==> config.mk <==
export PLATFORM = sky130hd
export DESIGN_NAME = irq_status_agg
export DESIGN_NICKNAME = d
export VERILOG_FILES = /design/src/rtl/irq_status_agg.sv
export SDC_FILE = /design/constraint.sdc
export NUM_CORES = 1
export LEC_CHECK = 0
export ABC_AREA = 1
export ABC_CLOCK_PERIOD_IN_PS = 2000
export BUFFER_PORTS_ARGS = -buffer_cell sky130_fd_sc_hd__buf_2
export CORE_MARGIN = 3
export CORE_UTILIZATION = 23
export DETAILED_ROUTE_END_ITERATION = 16
export HOLD_SLACK_MARGIN = 0.12
export PLACE_DENSITY_LB_ADDON = 0.25
export SETUP_SLACK_MARGIN = 0.15
export SLEW_MARGIN = 20
export SYNTH_ARGS = -nofsm -noshare
export SYNTH_HDL_FRONTEND = slang
export SYNTH_SLANG_ARGS = --single-unit
==> constraint.sdc <==
create_clock -name clk -period 2 [get_ports clk]
set_input_delay 0.3 -clock clk [delete_from_list [all_inputs] [get_ports clk]]
set_output_delay 0.3 -clock clk [all_outputs]
set_load 0.005 [all_outputs]
==> src/rtl/irq_status_agg.sv <==
module irq_status_agg #(
  parameter int ADDR_W = 12,
  parameter logic [ADDR_W-1:0] STAT_ADDR = 12'h800,
  parameter logic [ADDR_W-1:0] CTRL_ADDR = 12'h804
) (
  input  logic              clk,
  input  logic              rst_n,
  input  logic              reg_wr,
  input  logic              reg_rd,
  input  logic [ADDR_W-1:0] reg_addr,
  input  logic [31:0]       reg_wdata,
  output logic [31:0]       reg_rdata,
  input  logic [5:0]        chan_irq,
  input  logic              failsafe_evt,
  input  logic              discard_evt,
  input  logic [15:0]       db_set,
  input  logic [2:0]        chan_count,
  output logic              host_irq
);
  localparam int NCH    = 6;
  localparam int CTL_LO = 16;
  localparam int CTL_W  = 11;
  localparam int B_FS   = 22;
  localparam int B_DISC = 23;

  logic             st_sel, ct_sel, st_rd, st_wr;
  logic [CTL_W-1:0] ctrl_q;
  logic             fs_q, disc_q;
  logic [15:0]      db_q;
  logic [2:0]       cnt_eff;
  logic [NCH-1:0]   chan_mask, chan_live, chan_en;
  logic             disc_en, fs_en, auto_clr;
  logic [1:0]       fs_mode;

  assign st_sel = reg_addr == STAT_ADDR;
  assign ct_sel = reg_addr == CTRL_ADDR;
  assign st_rd  = reg_rd && st_sel;
  assign st_wr  = reg_wr && st_sel;

  assign chan_en  = ctrl_q[10:5];
  assign disc_en  = ctrl_q[4];
  assign fs_en    = ctrl_q[3];
  assign auto_clr = ctrl_q[2];
  assign fs_mode  = ctrl_q[1:0];

  assign cnt_eff = (chan_count > 3'(NCH)) ? 3'(NCH) : chan_count;

  for (genvar i = 0; i < NCH; i++) begin : g_mask
    assign chan_mask[i] = 3'(i) < cnt_eff;
  end
  assign chan_live = chan_irq & chan_mask;

  always_ff @(posedge clk or negedge rst_n) begin
    if (!rst_n) begin
      ctrl_q <= '0;
      fs_q   <= 1'b0;
      disc_q <= 1'b0;
      db_q   <= '0;
    end else begin
      if (reg_wr && ct_sel) ctrl_q <= reg_wdata[CTL_LO +: CTL_W];
      fs_q   <= (failsafe_evt && fs_mode != 2'b00) ||
                (fs_q && !(st_wr && reg_wdata[B_FS]) && !(st_rd && auto_clr));
      disc_q <= discard_evt || (disc_q && !(st_wr && reg_wdata[B_DISC]));
      db_q   <= db_set | (st_rd ? 16'h0 : db_q);
    end
  end

  assign host_irq = |(chan_live & chan_en) | (disc_q & disc_en) |
                    (fs_q & fs_en) | (|db_q);

  always_comb begin
    reg_rdata = '0;
    if (st_sel)
      reg_rdata = {host_irq, 4'b0, chan_count, disc_q, fs_q, chan_live, db_q};
    else if (ct_sel)
      reg_rdata = {5'b0, ctrl_q, 16'b0};
  end
endmodule


==> impl_results.md <==
* Outcome: completed
* Synth top area cells: dfrtp_1, inv_1, nor2_1, nand2_1, o21bai_1
* CP required at 1.70 ns
* Worst Hold Class: input port to flop
* Worst vdd ir at 0.000268 V
* Setup crit end kind: output pin
* Clock Root Buffer: clkbuf_8
* WHS at 0.213 ns
* Die area at 8060 sq um
* First-pass GRT wire length at 7800 microns
* Clock-pin slew on the worst setup and hold paths at 0.06 ns
* Worst-margin pin slew at 0.681 ns
* Number of global-route vias before repair at 1,587
* Post-route ant nets at 0
* R2R cell count at 1
* Fill cell count at 743
* H-tree lvl count at 2
* Max Fclk at 580 MHz
* Final setup skew at 0.0000977 ns
* R2r startpoint: disc_q
* Core area at 6570 sq um
* R2r endpoint: disc_q
* Final Hold Viols at 0
* Dominant delay contributor by cell family on the critical path: simple AND/OR/NAND/NOR gates
* Pleak at 1.33 nW
* Critical path peak fanout at 2
* Min-delay src: discard_evt
* Setup-failing EPs final at 0
* Flop2flop setup slack at 1.30 ns
* Post-CTS Setup Bufs at 0
* Synthesis-stage register bit count at 29
* DRT Pass-1 Iters at 4
* Multi-input logic area at 704 sq um
* CTS sink cnt at 29
* Gr usage total at 12.0%
* Area delta synth->final at 36.4%
* Top cell by count, worst path: nor2_1
* Dpl hpwl at 3750 microns
* RSZ-0062 raised after global routing: yes
* Yosys warning count at 0
* Worst hold path endpoint: disc_q
* Rel. slew slack at 54.6%
* Die width at 89.8 microns
* Placer Congestion at 0.867
* # rows at 29
* # IOs at 108
* Antenna diodes at 0
* Register area at 726 sq um
* Tcrit/Tclk final at 86.2%
* Slew Limit Fails at 0
* Largest area contributor in the netlist: dfrtp_1
* Fraction of layout cells with a size suffix above 1 at 32.9%
* Crit start category: flop
* Mean post-synth cell area at 7.72 sq um
* CP startpoint: db_q[15]
* Antenna violations before repair at 0
* Num CTS Buffers at 5
* CTS tree: yes
* Post-Place Setup Slack at 0.216 ns
* Max cap viols at 0
* Clk_lat worst skew at 0.27 ns
* Yosys cell types at 22
* Wirelength per Cell at 12.2 microns
* DRT iter0 DRCs at 65
* Critical path cell sequence: nor2_1, nand2_1, nor2_1, nand3_1, nor2_2, a21oi_1, buf_2
* Via count at 1,581
* Hold path cells at 2
* DR DRC count at 0
* Final nets at 369
* CTS max path bufs at 2
* Top cell type's share of synthesized area at 45.0%
* Die Ht at 89.8 microns
* Setup_tns at 0 ns
* Setup ws final at 0.276 ns
* Register area share after synthesis at 45.0%
* Power Dens Cells at 523 nW/um^2
* Vias/cell at 4.07
* Kind of critical path: flop to output pin
* Post-Syn Area at 1610 sq um
* Slowest CP cell: dfrtp_1
* Total wire length at 4750 microns
* Largest net degree at the start of global routing at 30
* Arrival time worst endpoint at 1.42 ns
* CP Buf/Inv Count at 1
* Slowest cell delay on critical path at 0.38 ns
* Post-Syn Instances at 209
* Total gr overflow at 0
* Port Buffers at 82
* Final Critical Period at 1.72 ns
* Tot Pwr at 1.15 mW
* Initial Utilization at 24.6%
## synth_stat cells
library cell   n
conb_1         1
o21bai_1      16
nand2_4        1
inv_1         37
buf_2          3
nor2_8         1
a21oi_1        1
o21ai_1        4
buf_6          2
a21o_1         1
and3_1         1
o21ai_0       10
o22ai_1        9
nand3_1       10
nand4_1        5
dfrtp_1       29
nor3_1         1
nand2_2        1
buf_4          5
nor2_1        37
nor2_4         2
nand2_1       32
## layout make-up
| class | instances | share of cell area [%] |
|---|---|---|
| Clock buffer | 8 | 3.64 |
| Sequential cell | 29 | 33.0 |
| Multi-Input combinational cell | 136 | 32.0 |
| Timing Repair Buffer | 85 | 19.8 |
| Tap cell | 93 | 5.29 |
| Inverter | 37 | 6.31 |
## power by group
group | leakage [nW] | switching (mW) | internal, mW
Sequential | 0.254 | 0.000945 | 0.589
Clock | 0.0395 | 0.208 | 0.247
Combinational | 1.04 | 0.0544 | 0.0525
## flip-flops by register name, indices dropped and copies added, names as in the netlist
signal / cells
disc_q: 1
db_q: 16
fs_q: 1
ctrl_q: 11
## cell usage in the layout (no fill, tap or decap), drive strengths merged
master,Yosys,final
buf,10,84
and3,1,1
nor2,40,40
o21bai,16,16
nor3,1,1
a21oi,1,1
a21o,1,1
o22ai,9,9
inv,37,37
nand2,34,34
conb,1,4
dlygate4sd3,0,1
o21ai,14,14
dfrtp,29,29
nand4,5,5
nand3,10,10
clkbuf,0,8
## routing by layer
metal / routed length, microns / global-route usage [%]
met5: 0 / 0
met4: 45 / 3.83
met2: 2160 / 18.5
met1: 2210 / 16.1
met3: 332 / 3.76
## logic make-up after synthesis
logic type | count (synthesis) | share of synthesized area (%)
simple gates | 91 | 25.5
buf+inv | 47 | 13.3
compound gates | 41 | 16.0
flops | 29 | 45.0
other cells | 1 | 0.232
## worst max-delay path by stage
stage	end	cells after the start
2_1_floorplan	reg_rdata[24]	6
3_3_place_gp	reg_rdata[21]	7
3_5_place_dp	reg_rdata[21]	7
4_1_cts	reg_rdata[21]	7
5_1_grt	reg_rdata[31]	7
6_report	reg_rdata[31]	7
## repair_timing
| action | CTS | global route |
|---|---|---|
| endpoints found under the hold margin | 29 | 0 |
| hold buffers | 1 | 0 |
| gates resized for setup | 1 | 3 |
| setup endpoints to repair | 1 | 3 |
## stage by stage
step / utilization, % / std cells / area (sq um)
6_report: 33.5 / 388 / 2200
5_1_grt: 33.5 / 388 / 2200
4_1_cts: 33.3 / 388 / 2190
3_5_place_dp: 31.9 / 379 / 2090
3_3_place_gp: 31.9 / 379 / 2090
2_1_floorplan: - / 212 / 1630
Power figures use the tool's default switching activity.
